$ cat src/rtl/lop_pkg.sv
package lop_pkg;
  function automatic int cnt_width(input int n);
    return $clog2(n + 1);
  endfunction
endpackage

$ cat src/rtl/lop_classify.sv
module lop_classify #(
  parameter int N = 27
) (
  input  logic [N-1:0] a,
  input  logic [N-1:0] b,
  output logic [N-1:0] pt,
  output logic [N-1:0] pg,
  output logic [N-1:0] pz
);
  logic [N-1:0] bn;
  assign bn = ~b;
  assign pt = a ^ bn;
  assign pg = a & bn;
  assign pz = ~a & ~bn;
endmodule

$ cat src/rtl/lop_indicator.sv
module lop_indicator #(
  parameter int N = 27
) (
  input  logic [N-1:0] pt,
  input  logic [N-1:0] pg,
  input  logic [N-1:0] pz,
  output logic [N-1:0] ind
);
  for (genvar i = 0; i < N; i++) begin : g_bit
    logic t_up, z_dn, g_dn;
    if (i == N - 1) begin : g_top
      assign t_up = 1'b1;
    end else begin : g_mid
      assign t_up = pt[i+1];
    end
    if (i == 0) begin : g_low
      assign z_dn = 1'b0;
      assign g_dn = 1'b0;
    end else begin : g_rest
      assign z_dn = pz[i-1];
      assign g_dn = pg[i-1];
    end
    assign ind[i] = t_up  ? ((pg[i] & ~z_dn) | (pz[i] & ~g_dn))
                          : ((pz[i] & ~z_dn) | (pg[i] & ~g_dn));
  end
endmodule

$ cat src/rtl/lop_encode.sv
module lop_encode #(
  parameter int N  = 27,
  parameter int CW = 5
) (
  input  logic [N-1:0]  ind,
  input  logic [N-1:0]  pt,
  input  logic [N-1:0]  pz,
  output logic [CW-1:0] cnt,
  output logic          neg,
  output logic          zero
);
  always_comb begin
    cnt = CW'(N);
    for (int i = 0; i < N; i++) begin
      if (ind[i]) cnt = CW'(N - 1 - i);
    end
  end

  always_comb begin
    neg = 1'b0;
    for (int i = 0; i < N; i++) begin
      if (!pt[i]) neg = pz[i];
    end
  end

  assign zero = &pt;
endmodule

$ cat src/rtl/lop_predictor.sv
module lop_predictor
  import lop_pkg::*;
#(
  parameter int N       = 27,
  parameter bit REG_OUT = 1'b1,
  localparam int CW     = cnt_width(N)
) (
  input  logic          clk,
  input  logic          rst_n,
  input  logic          in_valid,
  output logic          in_ready,
  input  logic [N-1:0]  in_a,
  input  logic [N-1:0]  in_b,
  output logic          out_valid,
  input  logic          out_ready,
  output logic [N-1:0]  out_ind,
  output logic [CW-1:0] out_lzc,
  output logic          out_neg,
  output logic          out_zero
);
  logic [N-1:0]  pt, pg, pz, ind_c;
  logic [CW-1:0] cnt_c;
  logic          neg_c, zero_c;

  lop_classify #(.N(N)) u_cls (
    .a(in_a), .b(in_b), .pt(pt), .pg(pg), .pz(pz)
  );

  lop_indicator #(.N(N)) u_ind (
    .pt(pt), .pg(pg), .pz(pz), .ind(ind_c)
  );

  lop_encode #(.N(N), .CW(CW)) u_enc (
    .ind(ind_c), .pt(pt), .pz(pz), .cnt(cnt_c), .neg(neg_c), .zero(zero_c)
  );

  if (REG_OUT) begin : g_reg
    logic          vld_q;
    logic [N-1:0]  ind_q;
    logic [CW-1:0] cnt_q;
    logic          neg_q, zero_q;

    assign in_ready = !vld_q || out_ready;

    always_ff @(posedge clk or negedge rst_n) begin
      if (!rst_n) begin
        vld_q  <= 1'b0;
        ind_q  <= '0;
        cnt_q  <= '0;
        neg_q  <= 1'b0;
        zero_q <= 1'b0;
      end else if (in_ready) begin
        vld_q  <= in_valid;
        ind_q  <= ind_c;
        cnt_q  <= cnt_c;
        neg_q  <= neg_c;
        zero_q <= zero_c;
      end
    end

    assign out_valid = vld_q;
    assign out_ind   = ind_q;
    assign out_lzc   = cnt_q;
    assign out_neg   = neg_q;
    assign out_zero  = zero_q;
  end else begin : g_comb
    assign in_ready  = out_ready;
    assign out_valid = in_valid;
    assign out_ind   = ind_c;
    assign out_lzc   = cnt_c;
    assign out_neg   = neg_c;
    assign out_zero  = zero_c;
  end
endmodule

$ cat config.mk
export PLATFORM = sky130hd
export DESIGN_NAME = lop_predictor
export DESIGN_NICKNAME = d
export VERILOG_FILES = /design/src/rtl/lop_pkg.sv /design/src/rtl/lop_classify.sv /design/src/rtl/lop_indicator.sv /design/src/rtl/lop_encode.sv /design/src/rtl/lop_predictor.sv
export SDC_FILE = /design/constraint.sdc
export NUM_CORES = 1
export LEC_CHECK = 0
export BUFFER_PORTS_ARGS = -buffer_cell sky130_fd_sc_hd__buf_2
export CAP_MARGIN = 25
export CORE_MARGIN = 2
export CORE_UTILIZATION = 59
export DETAILED_ROUTE_END_ITERATION = 10
export GPL_ROUTABILITY_DRIVEN = 0
export PLACE_DENSITY = 0.88
export RECOVER_POWER = 25
export SLEW_MARGIN = 20
export SYNTH_ARGS = -nofsm -noshare
export SYNTH_HDL_FRONTEND = slang
export SYNTH_SLANG_ARGS = --single-unit
$ cat constraint.sdc
create_clock -name clk -period 3 [get_ports clk]
set_input_delay 0.3 -clock clk [delete_from_list [all_inputs] [get_ports clk]]
set_output_delay 0.3 -clock clk [all_outputs]
set_load 0.05 [all_outputs]
; Yosys cells after proc, flatten, opt, wreduce, memory -nomap -nowiden
; Index checks and enable logic that the tools add are counted.
[totals]
regBits = 35
word_cells = 299
output_inout_bits = 36
in_bits = 58
[op_classes]
mux = 79
n_reduce_logical = 3
n_bitwise = 212
[ops]
columns = operator, n
row1 = AND 1 bit, 102
row2 = NOT 27 bit, 3
row3 = two-way mux 5 bit, 16
row4 = AND 27 bit, 2
row5 = two-way mux 1 bit, 53
row6 = NOT 1 bit, 52
row7 = OR 1 bit, 52
row8 = two-way mux 4 bit, 8
row9 = AND reduction 27 bit, 1
row10 = bitwise XOR 27 bit, 1
row11 = two-way mux 2 bit, 2
row12 = logical NOT 1 bit, 1
row13 = logical OR 1 bit, 1

; Depth between registers and ports, before layout
; Gate-level depths: netlist of run 1.
[logic_depth]
ltp_word = 33
depth_mapped = 9
depth_no_buf = 8

; Hierarchy
; Synthesis of run 1 repeated with hierarchy kept, for this count alone.
[hier_totals]
hier_cells = 376
hier_area_um2 = 3678.5
[by_module_without_submodules]
columns = mod, seq_area_each_um2, area_each_um2, cells_each, instances
row1 = lop_predictor, 875.8, 1455.1, 75, 1
row2 = lop_classify, 0.0, 878.3, 108, 1
row3 = lop_indicator, 0.0, 684.4, 79, 1
row4 = lop_encode, 0.0, 660.6, 114, 1

; Worst setup path after synthesis of run 1
; No wires, ideal clock.
[synth_timing]
path_kind = register to register
start = register g_reg.vld_q, in the netlist out_valid
end = register g_reg.cnt_q[4], in the netlist out_lzc[4]
stages_incl_launch_ff = 8
t_arrival_ns = 1.878
period_less_slack_ns = 1.982
path_slack_ns = 1.018
path_buffers = 0
required_time_ns = 2.896
cell_sequence = dfrtp_1 > nor2b_4 > clkinv_2 > o221ai_1 > or2_2 > nor2_1 > nand2_1 > o41ai_2
[synth_between]
elab_chain_cells = 2
[synth_rtl]
columns = element, line
row1 = "start, declared", lop_predictor.sv:38  ; logic vld_q;
row2 = "start signal, assigned", lop_predictor.sv:53  ; vld_q <= in_valid;
row3 = logical NOT 1 bit, lop_predictor.sv:43  ; assign in_ready = !vld_q || out_ready;
row4 = logical OR 1 bit, lop_predictor.sv:43
row5 = "end signal, assigned", lop_predictor.sv:55  ; cnt_q <= cnt_c;
row6 = "end, declared", lop_predictor.sv:40  ; logic [CW-1:0] cnt_q;
; Every way passes these cells.
; A chain may end at the register's enable or synchronous reset.

; Worst setup path in the final report of run 1
; Same ends and word-level chain as after synthesis.

==> results of run 1 <==
==> state kept, by name, indices dropped and copies added (netlist names) <==
| name | cells |
|---|---|
| out_ind | 27 |
| out_lzc | 5 |
| out_neg | 1 |
| out_valid | 1 |
| out_zero | 1 |
==> routing by layer <==
layer  vias to the layer above  wire [um]  GRT usage, %
met3                        28        868          4.67
met1                      1695       3960          38.7
li1                       1769          -             -
met4                         0        257          10.2
met2                       222       4200          44.3
met5                         -          0             0
==> cells by family (layout without fill, tap and decap cells) <==
family / count (synthesis) / count (layout) / share of synthesized area (%)
buffers and inverters: 95 / 187 / 10.2
adders and majority gates: 54 / 54 / 18.5
DFF: 35 / 35 / 24.0
and+or+nand+nor: 115 / 115 / 15.2
AOI/OAI and AO/OA: 124 / 124 / 26.0
muxes: 22 / 22 / 6.07
==> how the worst min path moves through the flow <==
stage	startpoint	end	depth (start not counted)
finish	in_valid	out_valid	2
global route	in_valid	out_valid	2
CTS	rst_n	out_valid	1
detailed placement	rst_n	out_valid	1
global placement	rst_n	out_ind[25]	1
floorplan	rst_n	out_ind[0]	0
==> synthesized netlist by cell type (3+ instances only) <==
master | count | area, um^2
nand2b_1 | 4 | 25.0
nand3b_1 | 4 | 30.0
clkbuf_1 | 7 | 26.3
a221oi_1 | 9 | 78.8
mux2i_1 | 21 | 210
nor2_1 | 34 | 128
a22oi_1 | 7 | 52.6
o21ai_0 | 25 | 125
nor2b_1 | 3 | 18.8
dfrtp_1 | 35 | 876
o221a_2 | 9 | 101
nand4_1 | 7 | 43.8
or2_2 | 5 | 31.3
inv_1 | 83 | 312
a221o_1 | 3 | 30.0
nand2_1 | 38 | 143
o22ai_1 | 13 | 81.3
o221ai_1 | 10 | 87.6
nor3_1 | 6 | 30.0
ha_1 | 54 | 676
nand3_1 | 5 | 25.0
a21oi_1 | 13 | 65.1
o211ai_1 | 10 | 75.1
o31ai_1 | 4 | 30.0
==> through the flow <==
stage | cells | utilization [%]
6_report | 612 | 71.8
5_1_grt | 612 | 71.8
4_1_cts | 612 | 71.9
3_5_place_dp | 604 | 69.9
3_3_place_gp | 604 | 69.9
2_1_floorplan | 445 | -
==> cell type report <==
class / count / area (um^2) / share of cell area (%)
Clock inverter: 2 / 35.0 / 0.819
Tap cell: 75 / 93.8 / 2.19
Sequential cell: 35 / 876 / 20.5
Timing Repair Buffer: 94 / 472 / 11.0
Multi-Input combinational cell: 315 / 2400 / 56.1
Inverter: 85 / 320 / 7.49
Clock buffer: 6 / 82.6 / 1.93
==> power by group <==
group	total, mW	switching (mW)	internal, mW
combinational	0.953	0.650	0.302
clock	0.442	0.173	0.269
sequential	0.584	0.0409	0.543
total	1.98	0.864	1.11
==> run summary, run 1 <==
Crit path largest cell delay = 0.38 ns
DP Area = 4160 um^2
Power density cells = 462 nW/um^2
Via/cell ratio = 6.07
Initial DRT Pass Iterations = 6
Synth-to-layout area growth = 17.4%
Critical Path, Cell by Cell = nor2b_4, clkinv_2, buf_4, o221ai_1, or2_2, nor2_1, nand2_1, o41ai_2
Share of cells above drive strength 1 = 24.6%
Final Critical Period = 2.40 ns
RSZ-0062 raised after global routing = false
CORE AREA = 5960 um^2
Syn nets = 557
CTS tree = done
Crit path max-delay family = simple AND/OR/NAND/NOR gates
Grt ovf = 0
Final instance area = 4280 um^2
Most frequent cells in the layout = buf_2 (92), inv_1 (83), ha_1 (54), nand2_1 (38), dfrtp_1 (35)
Post-Synthesis Cells = 445
Post-synth ARST share = 100%
Post-Syn Area per Cell = 8.19 um^2
CP arrival = 2.59 ns
Critical path origin = out_valid
Initial detailed-routing violation count = 351
Hpwl dp = 7550 um
Worst Path Required = 3.19 ns
Top achievable clock speed = 417 MHz
Worst setup path end = out_lzc[4]
Max-cap violation count = 1
Die ar. = 6820 um^2
First-pass GRT wire length = 15000 um
Post-CTS sizing = 0
Inserted Clock Buffers = 5
Post-route setup slack = 0.604 ns
Die W = 82.6 um
Die height = 82.6 um
Initial Utilization = 61.2%
Top_reg_cell synth = dfrtp_1
Fillers = 482
Clock Tree Buf Depth = 2
Hold WS = 0.194 ns
Flop2flop setup slack = 0.60 ns
Netlist cell types = 54
Final Hold Fails = 0
Rows = 28
Ant. Diodes = 0
Pin count of the biggest net entering global routing = 39
CTS H-tree lvls = 2
Fin. max-slew vios = 36
Nets = 648
I/O Pins = 94
Final period util = 79.9%
Hold Crit Class = in2reg
# clock sinks = 35
Worst Reg2Reg Path Length in Cells = 8
Wirelength per Cell = 15.2 um
Vias = 3714
Worst-Skew Late Latency = 0.29 ns
IO Port Bufs = 93
Sequential fraction of the synthesis area = 24.0%
Worst Setup End Kind = flop
Status = finished, violations left
Pwr Total = 1.98 mW
Drc violations = 0
Final Skew = 0.00375 ns
Most common cell after layout, fill and taps aside = buf_2
Netlist Area Pre-Place = 3650 um^2
Initial antenna violation count = 0
Kind of critical path = reg2reg
Leak = 2.26 nW
R2R Path Start = out_valid
Violated checks = max-capacitance violations, max-slew violations
Critical R2R Capture = out_lzc[4]
Setup bufs post-CTS = 0
Crit path depth = 8
Crit start category = flop
Detailed Route WL = 9290 um
Worst Tran Pin Value = 1.81 ns
Hold-fix buffers, CTS = 0
Register bit count reported by yosys = 35
Worst VDD drop = 433 uV
WP buf/inv = 2
Vias in the first global route = 3310
Setup TNS = 0 ns
Clock root buffer master = clkbuf_8
Yosys warns = 0
CP max-delay cell = dfrtp_1
Number of antenna-violating nets in the routed design = 0
Largest fanout on the critical path = 38
Clk slew on worst S/H paths = 0.07 ns
Finish-stage setup viols = 0
Gr usage total = 28.1%
Post-synth EDFFs = 0
DP Worst Slack = 0.634 ns
Slew margin rel. = -20.6%
No activity file was read; power rests on OpenSTA's default activity.
==> run 2: changes to the inputs <==
ABC_AREA = 1   (was unset)
CORE_UTILIZATION = 49   (was 59)
PLACE_DENSITY = 0.78   (was 0.88)
clock period = 2.05 ns   (was 3 ns; I/O delays follow)
==> run summary, run 2 <==
Most frequent cells after synthesis = nand2_1 (121), inv_1 (119), o21ai_0 (55)
Sequential fraction of the synthesis area = 25.3% (+1.3 points)
Top achievable clock speed = 480 MHz
Area share of the largest cell type after synthesis = 25.3% (+1.3 points)
Final Critical Period = 2.08 ns
Via/cell ratio = 5.07 (-16%)
Flop2flop setup slack = 0.65 ns (+0.05 ns)
Most frequent cells in the layout = nand2_1 (118), inv_1 (104), buf_2 (89), o21ai_0 (53), ha_1 (45)
Die W = 88.1 um (+6.6%)
Cell taking the most area after synthesis = dfrtp_1
Largest family of logic cells by synthesized area = compound AO/OA/AOI/OAI gates
Clock Tree Buf Depth = 2 (unchanged)
Inserted Clock Buffers = 5 (unchanged)
Wirelength per Cell = 11.6 um (-24%)
Most common cell after layout, fill and taps aside = nand2_1
RSZ-0062 raised after global routing = true
Status = finished, violations left
Gr usage total = 21.7% (-6.4 points)
Slew margin rel. = -25.8% (-5.2 points)
Hold Crit Class = in2reg
Top-count cell post-synth = nand2_1
First-pass GRT wire length = 13900 um (-7.1%)
Vias in the first global route = 3350 (+1.2%)
Synth-to-layout area growth = 32.6%
Post-Syn Area per Cell = 6.84 um^2 (-16%)
Worst VDD drop = 301 uV (-30%)
Die ar. = 7750 um^2 (+14%)
Violated checks = max-capacitance violations, max-slew violations, negative setup slack
Drc violations = 0 (unchanged)
Grt ovf = 0 (unchanged)
Netlist cell types = 28 (-48%)
Initial detailed-routing violation count = 144 (-59%)
Vias = 3739 (+0.67%)
# clock sinks = 35 (unchanged)
Worst Path Required = 2.26 ns (-0.93 ns)
Worst Tran Pin Value = 1.89 ns (+0.0786 ns)
Initial antenna violation count = 0 (unchanged)
Storage element area = 876 um^2 (unchanged)
Initial Utilization = 50.7% (-11 points)
Mux share of post-synthesis cell area = 0% (-6.1 points)
Power density cells = 603 nW/um^2 (+30%)
Share of cells above drive strength 1 = 29.6% (+5.1 points)
Post-synth EDFFs = 0 (unchanged)
Hpwl dp = 6790 um (-10%)
Number of antenna-violating nets in the routed design = 0 (unchanged)
Post-synth ARST share = 100% (unchanged)
Clock root buffer master = clkbuf_8
Fraction of the mapped netlist area in simple logic gates = 18.1% (+2.9 points)
Fillers = 627 (+30%)
Register bit count reported by yosys = 35 (unchanged)
Die height = 88.1 um (+6.6%)
Hold-fix buffers, CTS = 0 (unchanged)
Setup TNS = -0.0462 ns (-0.0462 ns)
Pwr Total = 2.77 mW (+40%)
Largest cells by area after synthesis = dfrtp_1 (25%), ha_1 (20%), nand2_1 (13%), inv_1 (13%), o21ai_0 (8.0%)
Final Skew = 0.00198 ns (-0.00177 ns)
IO Port Bufs = 93 (unchanged)
Kind of critical path = in2reg
CP arrival = 2.29 ns (-0.30 ns)
Util after Layout = 67.2% (-4.6 points)
Largest register FFs = 27 (unchanged)
Rows = 30 (+7.1%)
CTS tree = done
Fin. max-slew vios = 36 (unchanged)
Nets = 752 (+16%)
Final Hold Fails = 0 (unchanged)
Worst Setup End Kind = flop
Leak = 2.56 nW (+13%)
Synth Area in Compound Gates = 23.2% (-2.8 points)
Post-Synthesis Cells = 506 (+14%)
Ant. Diodes = 0 (unchanged)
Yosys warns = 0 (unchanged)
Clk slew on worst S/H paths = 0.07 ns (about the same)
Top_reg_cell synth = dfrtp_1
Finish-stage setup viols = 2 (+2)
Netlist Area Pre-Place = 3460 um^2 (-5.0%)
Initial DRT Pass Iterations = 5 (-1)
Post-synthesis adder-cell area fraction = 19.5% (+0.98 points)
Post-Synth XOR/XNOR Area = 0% (unchanged)
Detailed Route WL = 8540 um (-8.1%)
Crit start category = input pin
Largest fanout on the critical path = 2 (-95%)
Final period util = 102%
CTS H-tree lvls = 2 (unchanged)
DP Worst Slack = -0.364 ns (-0.998 ns)
Worst-Skew Late Latency = 0.27 ns (-0.02 ns)
CORE AREA = 6830 um^2 (+15%)
Pin count of the biggest net entering global routing = 62 (+59%)
Post-route setup slack = -0.0326 ns (-0.636 ns)
Max-cap violation count = 1 (unchanged)
I/O Pins = 94 (unchanged)
Syn nets = 618 (+11%)
Multi-input gate area = 2260 um^2 (-5.6%)
==> run 2: cell count changes after synthesis, sizes merged, moves of 16 or more <==
cell	change
mux2i	-21
nand2	+84
a21oi	+16
nor2	-16
o21ai	+37
inv	+38
==> run 2: where the power goes <==
| group | leakage, nW | switching [mW] | internal (mW) |
|---|---|---|---|
| combinational | 2.08 | 0.937 | 0.499 |
| sequential | 0.433 | 0.0689 | 0.794 |
| clock | 0.0422 | 0.232 | 0.238 |
| total | 2.56 | 1.24 | 1.53 |
==> run 2: cell type report <==
class / instances / share of cell area, %
Sequential cell: 35 / 19.1
Multi-Input combinational cell: 343 / 49.3
Timing Repair Buffer: 133 / 17.1
Clock inverter: 1 / 0.109
Tap cell: 96 / 2.62
Inverter: 122 / 10.1
Clock buffer: 7 / 1.66
==> run 2: routing by layer <==
layer	vias to the layer above	GRT usage, %	share of wire, %
met2	101	38.0	49
met1	1711	29.0	46
li1	1913	-	-
met3	14	2.83	4.4
met4	0	4.13	1.3
met5	-	0	0
==> run 2: critical path: stages <==
cell and delay [ns]:
buf_2 0.13, ha_4 0.27, inv_2 0.05, a21oi_4 0.14, a21oi_2 0.08, o21ai_1 0.14, nand2_1 0.08, nand2_1 0.06
nand2_1 0.05, nand2_1 0.05, nand2_1 0.04, nand2_1 0.05, nand2_1 0.05, nand2_1 0.06, nand2_1 0.05, nand2_1 0.06
nand2_1 0.05, nand2_1 0.06, nand2_1 0.05, nand2_1 0.06, nand2_1 0.05, nand2_1 0.06, nand2_1 0.05, nand2_1 0.06
nand2_1 0.05, nand2_1 0.06, nand2_1 0.05, a21oi_1 0.11
==> run 2: path summary, 6_finish.rpt <==
kind	to	start	cells past startpoint
max reg2reg	out_neg	out_valid	7
min in group asynchronous	out_ind[5]	rst_n	1
min	out_valid	in_valid	2
max	out_neg	in_b[1]	28
min reg2reg	out_ind[21]	out_ind[21]	2
max in group asynchronous	out_ind[19]	rst_n	1
==> run 2: per-stage QoR <==
step / instance area (um^2) / instances / hold WS, ns
2_1_floorplan: 3470 / 506 / -0.0906
3_3_place_gp: 4340 / 728 / 0.311
3_5_place_dp: 4340 / 728 / 0.330
4_1_cts: 4490 / 736 / 0.0224
5_1_grt: 4590 / 737 / 0.116
6_report: 4590 / 737 / 0.120
==> run 2: kinds of logic after synthesis <==
family,count (synthesis)
AOI/OAI and AO/OA,133
DFF,35
and+or+nand+nor,156
buffers and inverters,128
adders and majority gates,54
==> run 2: repair_timing <==
action                                  CTS  global route
pin swaps                                10            13
resized for setup                        18            29
gates cloned                              0             0
endpoints found under the setup margin    2             3
buffers inserted                          0             1
==> run 3: changes to the inputs <==
CORE_UTILIZATION = 51   (was 49)
PLACE_DENSITY = 0.79   (was 0.78)
SYNTH_HIERARCHICAL = 1   (was unset)
==> run summary, run 3 <==
Status = finished, violations left
Violated checks = max-capacitance violations, max-slew violations, negative setup slack
Syn nets = 844 (+37%)
Sequential fraction of the synthesis area = 20.8% (-4.5 points)
Initial detailed-routing violation count = 175 (+22%)
Finished Layout Cells = 957 (+30%)
Slew margin rel. = -27.1% (-1.3 points)
Pin count of the biggest net entering global routing = 37 (-40%)
Power density cells = 575 nW/um^2 (-4.6%)
RSZ-0062 raised after global routing = true
Vias in the first global route = 4061 (+21%)
Fillers = 764 (+22%)
CTS H-tree lvls = 2 (unchanged)
Kind of critical path = in2reg
Wirelength per Cell = 10.4 um (-10%)
Max-cap violation count = 1 (unchanged)
Crit start category = input pin
Rows = 33 (+10%)
Initial DRT Pass Iterations = 4 (-1)
CP arrival = 2.36 ns (+0.07 ns)
Post-Place Cells = 948 (+30%)
Post-Synthesis Cells = 732 (+45%)
Most frequent cells in the layout = nand2_1 (331), inv_1 (154), buf_2 (84), ha_1 (46), nand3_1 (44)
Synth Area in Compound Gates = 3.50% (-20 points)
Util after Layout = 64.7% (-2.5 points)
Post-synth EDFFs = 0 (unchanged)
Leak = 3.42 nW (+34%)
Post-synth ARST share = 100% (unchanged)
Hold Crit Class = in2reg
Inserted Clock Buffers = 5 (unchanged)
Initial Utilization = 52.1% (+1.4 points)
Top_reg_cell synth = dfrtp_1
Most frequent cells after synthesis = nand2_1 (338), inv_1 (165), ha_1 (54)
Worst Path Required = 2.23 ns (-0.03 ns)
Clk slew on worst S/H paths = 0.07 ns (about the same)
Netlist cell types = 31 (+11%)
Die height = 94.9 um (+7.8%)
Drc violations = 0 (unchanged)
CORE AREA = 8090 um^2 (+18%)
Largest register FFs = 27 (unchanged)
Ant. Diodes = 0 (unchanged)
Yosys warns = 6 (+6)
Initial antenna violation count = 0 (unchanged)
Register bit count reported by yosys = 35 (unchanged)
I/O Pins = 94 (unchanged)
Final instance area = 5240 um^2 (+14%)
Worst-Skew Late Latency = 0.28 ns (about the same)
Post-route setup slack = -0.134 ns (-0.101 ns)
Hold WS = 0.133 ns (+0.0135 ns)
First-pass GRT wire length = 16600 um (+19%)
DP Worst Slack = -0.387 ns (-0.0232 ns)
Gr usage total = 22.2% (+0.46 points)
Crit path largest cell delay = 0.17 ns (-0.10 ns)
Area share of the largest cell type after synthesis = 30.1% (+4.8 points)
Vias = 4495 (+20%)
Via/cell ratio = 4.70 (-7.4%)
Most common cell after layout, fill and taps aside = nand2_1
Cell taking the most area after synthesis = nand2_1
# clock sinks = 35 (unchanged)
Final Critical Period = 2.18 ns (+0.101 ns)
CP most frequent cell = nand2_1
Netlist Area Pre-Place = 4210 um^2 (+22%)
DP Area = 4960 um^2 (+14%)
Grt ovf = 0 (unchanged)
Nets = 963 (+28%)
DR WL met2 = 4980 um (+20%)
Worst Reg2Reg Path Length in Cells = 3 (-4)
Hold-fix buffers, CTS = 0 (unchanged)
Worst VDD drop = 380 uV (+26%)
Worst Tran Pin Value = 1.91 ns (+0.0194 ns)
Hold path cells = 3 (+1)
Post-synthesis adder-cell area fraction = 16.0% (-3.5 points)
Synth-to-layout area growth = 24.3%
IO Port Bufs = 93 (unchanged)
Final Hold Fails = 0 (unchanged)
Top-count cell post-synth = nand2_1
Share of cells above drive strength 1 = 20.8% (-8.9 points)
DR WL met3 = 479 um (+28%)
Largest family of logic cells by synthesized area = simple AND/OR/NAND/NOR gates
Largest cells by area after synthesis = nand2_1 (30%), dfrtp_1 (21%), ha_1 (16%), inv_1 (15%), nand3_1 (5.2%)
Post-Synth XOR/XNOR Area = 0% (unchanged)
Hpwl dp = 7820 um (+15%)
CTS tree = done
Met1 Wirelength = 4340 um (+11%)
Number of antenna-violating nets in the routed design = 0 (unchanged)
Post-Syn Area per Cell = 5.76 um^2 (-16%)
Mux share of post-synthesis cell area = 0% (unchanged)
Largest fanout on the critical path = 4 (+2)
Final Skew = 0.00698 ns (+0.00501 ns)
Worst Setup End Kind = flop
Clock Tree Buf Depth = 2 (unchanged)
Fin. max-slew vios = 36 (unchanged)
Clock root buffer master = clkbuf_8
Finish-stage setup viols = 1 (-1)
CP max-delay cell = ha_4
Highest routed layer = met4
Fraction of the mapped netlist area in simple logic gates = 42.0% (+24 points)
Die W = 94.9 um (+7.8%)
Top achievable clock speed = 458 MHz (-4.6%)
Detailed Route WL = 9960 um (+17%)
Final period util = 107% (+4.9 points)
Die ar. = 9010 um^2 (+16%)
run 3: cell families (layout without fill, tap and decap cells):
| group | after synthesis | after routing |
|---|---|---|
| simple gates | 437 | 437 |
| compound gates | 22 | 22 |
| fa+ha+maj | 54 | 54 |
| flops | 35 | 35 |
| buf+inv | 184 | 304 |
run 3: cell type report:
cell class / count / area [um^2] / area share (%)
multi-input cells: 513 / 2720 / 52.0
inverters: 174 / 659 / 12.6
clock inverters: 2 / 35.0 / 0.669
clock buffers: 6 / 82.6 / 1.58
repair buffers: 122 / 732 / 14.0
well taps: 105 / 131 / 2.51
flip-flops and latches: 35 / 876 / 16.7
run 3: repair_timing:
item,in CTS,in global routing
endpoints found under the setup margin,1,4
pin swaps,0,30
setup buffers,0,1
resized for setup,0,45
run 3: where the power goes:
part | switching [mW] | internal (mW)
sequential | 0.0694 | 0.788
combinational | 1.00 | 0.512
clock | 0.248 | 0.393
run 3: routing by layer:
metal / track usage [%] / vias up
li1: - / 2384
met3: 3.19 / 16
met2: 39.8 / 101
met4: 6.04 / 0
met1: 27.6 / 1994
met5: 0 / -
run 3: through the flow:
| stage | power (mW) | TNS [ns] |
|---|---|---|
| 2_1_floorplan | 1.91 | 0 |
| 3_3_place_gp | 2.30 | -0.868 |
| 3_5_place_dp | 2.33 | -0.986 |
| 4_1_cts | 2.98 | -0.101 |
| 5_1_grt | 3.24 | -0.865 |
| 6_report | 3.01 | -0.134 |
run 3: critical path: cells and delay by family:
family | cells | cell delay, ns
buffers and inverters | 3 | 0.20
adders and majority gates | 1 | 0.17
and+or+nand+nor | 24 | 1.31
AOI/OAI and AO/OA | 4 | 0.49
run 3: final timing paths:
path | from | end | slack, ns
setup / recovery | in_a[1] | out_lzc[0] | -0.13
hold / removal | in_valid | out_valid | 0.13
setup reg to reg | out_valid | out_ind[16] | 1.03
hold reg to reg | out_neg | out_neg | 0.51
min in group asynchronous | rst_n | out_ind[26] | 0.45
max in group asynchronous | rst_n | out_ind[3] | 0.51
